### config.mk
export PLATFORM = sky130hd
export DESIGN_NAME = wslut_slice
export DESIGN_NICKNAME = d
export VERILOG_FILES = /design/src/rtl/wslut_slice.sv
export SDC_FILE = /design/constraint.sdc
export NUM_CORES = 1
export LEC_CHECK = 0
export ABC_AREA = 1
export BUFFER_PORTS_ARGS = -buffer_cell sky130_fd_sc_hd__buf_2
export CAP_MARGIN = 30
export CORE_ASPECT_RATIO = 1.25
export CORE_UTILIZATION = 55
export DETAILED_ROUTE_END_ITERATION = 8
export GPL_TIMING_DRIVEN = 1
export PLACE_DENSITY = 0.84
export SLEW_MARGIN = 20
export SYNTH_ARGS = -nofsm -noshare
export SYNTH_HDL_FRONTEND = slang
export SYNTH_SLANG_ARGS = --single-unit
export TNS_END_PERCENT = 30
### constraint.sdc
create_clock -name clk -period 2.14 [get_ports clk]
set_input_delay 0.214 -clock clk [delete_from_list [all_inputs] [get_ports clk]]
set_output_delay 0.214 -clock clk [all_outputs]
set_load 0.01 [all_outputs]
### src/rtl/wslut_slice.sv
module wslut_slice #(
  parameter int NV = 4
) (
  input  logic              clk,
  input  logic              rst_n,
  input  logic              cfg_we,
  input  logic [(1<<NV)-1:0] cfg_data,
  input  logic              in_valid,
  input  logic [NV-1:0]     in_vec,
  output logic              phase,
  output logic              out_valid,
  output logic              out_bit
);
  localparam int NL = 1 << NV;
  localparam int LO = NV / 2;
  localparam int HI = NV - LO;
  localparam int LW = 1 << LO;
  localparam int NP = 1 << HI;

  logic [NL-1:0] cfg_q;
  logic [NP-1:0] part_d, part_q;
  logic [HI-1:0] hi_q;
  logic [LO-1:0] lo_sel;
  logic          a_valid;

  assign lo_sel = in_vec[LO-1:0];

  for (genvar j = 0; j < NP; j++) begin : g_lower
    logic [LW-1:0] grp;
    assign grp       = cfg_q[j*LW +: LW];
    assign part_d[j] = grp[lo_sel];
  end

  always_ff @(posedge clk or negedge rst_n) begin
    if (!rst_n) begin
      phase     <= 1'b0;
      cfg_q     <= '0;
      part_q    <= '0;
      hi_q      <= '0;
      a_valid   <= 1'b0;
      out_valid <= 1'b0;
      out_bit   <= 1'b0;
    end else begin
      phase <= ~phase;
      if (cfg_we) cfg_q <= cfg_data;
      if (!phase) begin
        a_valid   <= in_valid;
        out_valid <= 1'b0;
        if (in_valid) begin
          part_q <= part_d;
          hi_q   <= in_vec[NV-1:LO];
        end
      end else begin
        out_valid <= a_valid;
        if (a_valid) out_bit <= part_q[hi_q];
      end
    end
  end

  assert_valid_phase_R3: assert property (@(posedge clk) disable iff (!rst_n)
    out_valid |-> !phase);
  assert_pulse_R3: assert property (@(posedge clk) disable iff (!rst_n)
    out_valid |=> !out_valid);
  assert_latency_R3: assert property (@(posedge clk) disable iff (!rst_n)
    (in_valid && !phase) |-> ##2 out_valid);
  assert_no_phantom_R5: assert property (@(posedge clk) disable iff (!rst_n)
    out_valid |-> ($past(in_valid, 2) && !$past(phase, 2)));
  assert_hold_R9: assert property (@(posedge clk) disable iff (!rst_n)
    !out_valid |-> $stable(out_bit));
  assert_result_R4: assert property (@(posedge clk) disable iff (!rst_n)
    out_valid |-> (out_bit == cfg_q[$past(in_vec, 2)]));
endmodule

==> results.cfg, run 1 <==
[placement]
port_buffers = 26
dp_slack_ps = 1210
dp.cells = 188
hpwl_mm = 1.57
place.gp.congestion = 0.834

[global_routing]
grt_pass1_wl_mm = 3.65
grt_pass1_vias = 922
grt_start_max_net_pins = 33
grtUsageTotal_pct = 21.4
antenna_found_initial = 0
grt.overflow.total = 0

[drt]
avgViaCountPerCell = 4.92
firstDrtPassIters = 4
wl_mm = 2.09
ant_nets = 0
vias = 949
drcViolationCount = 0
drt_iter0_drc = 14
wl_per_cell_um = 10.8

[worst_setup_path]
crit_family = flip-flops
cp.arrival_ps = 890
worst-path-max-fanout = 3
criticalPathCategory = flip-flop to output pin
path_buf_inv = 1
end_kind = output pin
crit_chain = buf_2
required_ps = 1930
cp-start-kind = flip-flop
max_stage_delay_ps = 420
slowest_stage = dfrtp_1

[clock_network]
cts_tree = done
root_buffer = clkbuf_4
cts.clk_slew.worst_paths_ps = 130
cts_max_path_buffers = 2
clock_latency_ps = 320
htreeDepth = 1
cts_sinks = 26
cts_made_buffers = 3

[final_layout]
stdcell_count = 193
nFillCells = 181
nets = 198
final_core_util_pct = 67.1
area_growth_pct = 15.2
antenna_cells = 0
drive_above_1_share_pct = 19.7

[synth]
ys_warn_count = 0
syn-num-nets = 170
avgSynthCellArea_um2 = 7.91
synth-seq-area-share_pct = 56.3
ys_types = 11
netlist_instances = 146
ys_ff_latch = 26
synthesis.area_um2 = 1150

[floorplan]
die_w_um = 43.0
core-area_um2 = 1980
initial_core_util_pct = 58.3
die_area_um2 = 2290
die_height_um = 53.2
ios = 27
row_count = 18

[pwr]
vdd_drop_max_mv = 0.551
p_leak_nw = 0.773
powerDensity_nw_per_um2 = 707

[sta]
worst_pin_slew_ps = 563
clock-skew-final_ps = 4.39
slew_headroom_pct = 62.5
slew_viol_final = 0
finalCritPeriodShare_pct = 51.4
setup_viol = 0
max_freq_ghz = 0.909
fin_setup_tns_ps = 0
rsz0062_at_grt = no
fin_ws_ps = 1040
hold_violations = 0
min_period_ps = 1100

[run_status]
outcome = finished, final reports clean

[min_path]
holdCritPathClass = input pin to flip-flop

[flow_run]
max_cap_violations = 0
[layout by cell type, fill, tap and decap left out]
master          n
buf_2          26
clkbuf_4        3
clkbuf_8        1
dfrtp_1        26
dlygate4sd3_1   1
inv_1          24
inv_2           1
inv_4           2
nand2_1        60
nand2_2         1
nand3_1        10
o21ai_0         1
o21ai_1        17
[power by group]
group | internal, W | switching, W | total (W) | leakage (nW)
Sequential | 0.000535 | 0.0000159 | 0.000551 | 0.316
Clock | 0.000104 | 0.000142 | 0.000246 | 0.0210
Combinational | 0.0000561 | 0.0000865 | 0.000143 | 0.436
[routing by layer]
metal / wire (um) / global-route usage [%]
met1: 869 / 24.3
met2: 1120 / 41.2
met3: 63 / 2.05
met4: 38 / 7.58
met5: 0 / 0
[stage by stage]
step | area [um2] | hold slack, ps | power [W]
after global routing | 1330 | 102 | 0.000984
after floorplan | 1150 | -81.6 | 0.000650
after CTS | 1330 | 94.0 | 0.000945
after detailed placement | 1280 | 238 | 0.000704
final | 1330 | 89.2 | 0.000940
after global placement | 1280 | 221 | 0.000694
[repair_timing]
action	4_1_cts	5_1_grt
hold buffers	1	0
gates resized for setup	0	0
setup buffers	0	0
hold endpoints to repair	26	0
[synth_stat cells]
cell / instances / area [um2]
o21ai_0: 1 / 5.00
inv_4: 2 / 12.5
dfrtp_1: 26 / 651
nand2_2: 1 / 6.26
buf_2: 3 / 15.0
inv_2: 1 / 3.75
nand2_1: 60 / 225
o21ai_1: 17 / 85.1
inv_1: 24 / 90.1
nand3_1: 10 / 50.1
buf_6: 1 / 11.3
[final cells by class]
type | count | area [um2] | share of cell area, %
clock buffers | 4 | 36.3 | 2.73
inverters | 27 | 106 | 8.00
multi-input cells | 89 | 372 | 27.9
flip-flops and latches | 26 | 651 | 48.9
well taps | 20 | 25.0 | 1.88
repair buffers | 27 | 140 | 10.5
[tightest hold or removal path, stage by stage]
cell and delay (ps):
buf_2 70, nand2_1 40, o21ai_1 60
[state kept, by name (all words and copies together) (netlist names)]
signal	flops
phase	1
cfg_q	16
a_valid	1
out_bit	1
part_q	4
out_valid	1
hi_q	2
[logic make-up after synthesis]
group,count (synthesis),share of synthesized area [%]
simple gates,71,24.4
buf+inv,31,11.5
compound gates,18,7.80
flops,26,56.3
[worst paths after layout]
check | startpoint | depth (start not counted) | endpoint | slack [ps]
max | phase$_DFF_PN0_ | 1 | phase | 1040
min | cfg_data[14] | 3 | cfg_q[14]$_DFFE_PN0P_ | 90
max reg2reg | phase$_DFF_PN0_ | 5 | hi_q[1]$_DFFE_PN0P_ | 1250
min reg2reg | phase$_DFF_PN0_ | 1 | phase$_DFF_PN0_ | 470
max in group asynchronous | rst_n | 2 | part_q[0]$_DFFE_PN0P_ | 1370
min in group asynchronous | rst_n | 2 | out_bit$_DFFE_PN0P_ | 390
No activity file was read; power rests on OpenSTA's default activity.
==> inputs of run 2 (changes only) <==
--- a/config.mk
+++ b/config.mk
@@ -9,10 +9,10 @@
 export BUFFER_PORTS_ARGS = -buffer_cell sky130_fd_sc_hd__buf_2
 export CAP_MARGIN = 30
 export CORE_ASPECT_RATIO = 1.25
-export CORE_UTILIZATION = 55
+export CORE_UTILIZATION = 51
 export DETAILED_ROUTE_END_ITERATION = 8
 export GPL_TIMING_DRIVEN = 1
-export PLACE_DENSITY = 0.84
+export PLACE_DENSITY = 0.79
 export SLEW_MARGIN = 20
 export SYNTH_ARGS = -nofsm -noshare
 export SYNTH_HDL_FRONTEND = slang
==> constraint.sdc (replaced) <==
create_clock -name clk -period 1.1 [get_ports clk]
set_input_delay 0.11 -clock clk [delete_from_list [all_inputs] [get_ports clk]]
set_output_delay 0.11 -clock clk [all_outputs]
set_load 0.01 [all_outputs]
==> results.cfg, run 2 (synthesis results as in run 1) <==
[final_layout]
antenna_cells = 0
nets = 207
final_core_util_pct = 70.4
area_growth_pct = 24.9
drive_above_1_share_pct = 19.2
reg_top3 = cfg_q x16, part_q x4, hi_q x2
final_cell_mix = nand2_1, dfrtp_1, buf_2, inv_1, o21ai_1
regMostFlops = cfg_q
largest_register_ffs = 16
final_common_cell = nand2_1

[global_routing]
grt_pass1_wl_mm = 4.04
antenna_found_initial = 0
grt.overflow.total = 0
grt_start_max_net_pins = 27
grt_pass1_vias = 1060
grtUsageTotal_pct = 21.6

[min_path]
hp-start = cfg_data[9]
holdCritPathClass = input pin to flip-flop

[floorplan]
initial_core_util_pct = 56.3
die_height_um = 55.2
die_area_um2 = 2460
row_count = 18
die_w_um = 44.6
ios = 27
core-area_um2 = 2050

[worst_setup_path]
end_kind = output pin
crit_chain = buf_2
required_ps = 990
slowest_stage = dfrtp_1
startpoint = phase$_DFF_PN0_
crit_family = flip-flops
worst-path-max-fanout = 3
cp.arrival_ps = 890
r2r-start = phase$_DFF_PN0_
criticalPathCategory = flip-flop to output pin
cp-start-kind = flip-flop
max_stage_delay_ps = 420
path_buf_inv = 1

[drt]
wl_per_cell_um = 10.5
drt_iter0_drc = 6
firstDrtPassIters = 4
ant_nets = 0
avgViaCountPerCell = 4.66
wl_mm = 2.23
vias = 988
drcViolationCount = 0

[pwr]
vdd_drop_max_mv = 0.900
powerDensity_nw_per_um2 = 1290
p_leak_nw = 0.815

[sta]
worst_pin_slew_ps = 564
rsz0062_at_grt = no
clock-skew-final_ps = 6.53
min_period_ps = 1000
slew_viol_final = 0
hold_violations = 0
setup_viol = 0
fin_setup_tns_ps = 0
finalCritPeriodShare_pct = 91.0
max_freq_ghz = 0.999
slew_headroom_pct = 62.4

[placement]
port_buffers = 26
place.gp.congestion = 0.752
hpwl_mm = 1.64

[clock_network]
htreeDepth = 1
clock_latency_ps = 330
cts_max_path_buffers = 2
cts_made_buffers = 3
cts_sinks = 26
root_buffer = clkbuf_4
cts_tree = done
cts.clk_slew.worst_paths_ps = 140

[run_status]
outcome = finished, final reports clean

[flow_run]
max_cap_violations = 0
-- run 2: cell count changes in the layout (fill, tap and decap cells not counted), sizes merged --
cell	previous run	this run
buf	26	27
dlygate4sd3	1	9
-- run 2: cell type report --
cell class | instances | area, um2
multi-input combinational | 89 | 372
timing repair buffer | 36 | 240
sequential | 26 | 651
clock buffer | 4 | 36.3
fill | 181 | 607
tap | 30 | 37.5
inverter | 27 | 106
-- run 2: tightest hold or removal path, delay by kind of cell --
family	cells	cell delay (ps)
AO/OA/AOI/OAI	1	70
buffers and inverters	1	70
AND/OR/NAND/NOR	1	40
-- run 2: per-stage QoR --
step / setup slack [ps] / hold WS, ps / area [um2] / std cells / power, W
finish: 98.8 / 0.951 / 1440 / 212 / 0.00187
global route: 61.9 / 4.98 / 1440 / 212 / 0.00196
detailed placement: 225 / 135 / 1320 / 199 / 0.00138
floorplan: 268 / -186 / 1150 / 146 / 0.00126
CTS: 93.6 / 3.81 / 1440 / 212 / 0.00188
global placement: 251 / 125 / 1320 / 199 / 0.00136
-- run 2: final timing paths --
kind	to	depth (start not counted)	slack, ps
min	cfg_q[9]$_DFFE_PN0P_	3	1
min reg2reg	phase$_DFF_PN0_	1	460
max reg2reg	hi_q[1]$_DFFE_PN0P_	5	210
max in group asynchronous	cfg_q[14]$_DFFE_PN0P_	2	440
max	phase	1	100
min in group asynchronous	a_valid$_DFFE_PN0N_	2	290
-- run 2: metal layers --
metal  vias to the layer above  track usage (%)  part of all wire [%]
met1                       454             24.9                    41
met3                         5             1.96                   2.5
met4                         0             7.79                   1.9
met2                        19             39.5                    55
li1                        510                -                     -
met5                         -                0                     0
-- run 2: report_power, final --
part           total (W)  switching (W)  internal [W]
combinational   0.000309       0.000174      0.000135
clock           0.000481       0.000278      0.000203
sequential       0.00107      0.0000333       0.00104
total            0.00187       0.000486       0.00138
-- run 2: repair_timing --
action | 4_1_cts | 5_1_grt
hold buffers | 9 | 0
setup buffers | 0 | 0
endpoints found under the hold margin | 34 | 0
gates resized for setup | 0 | 0
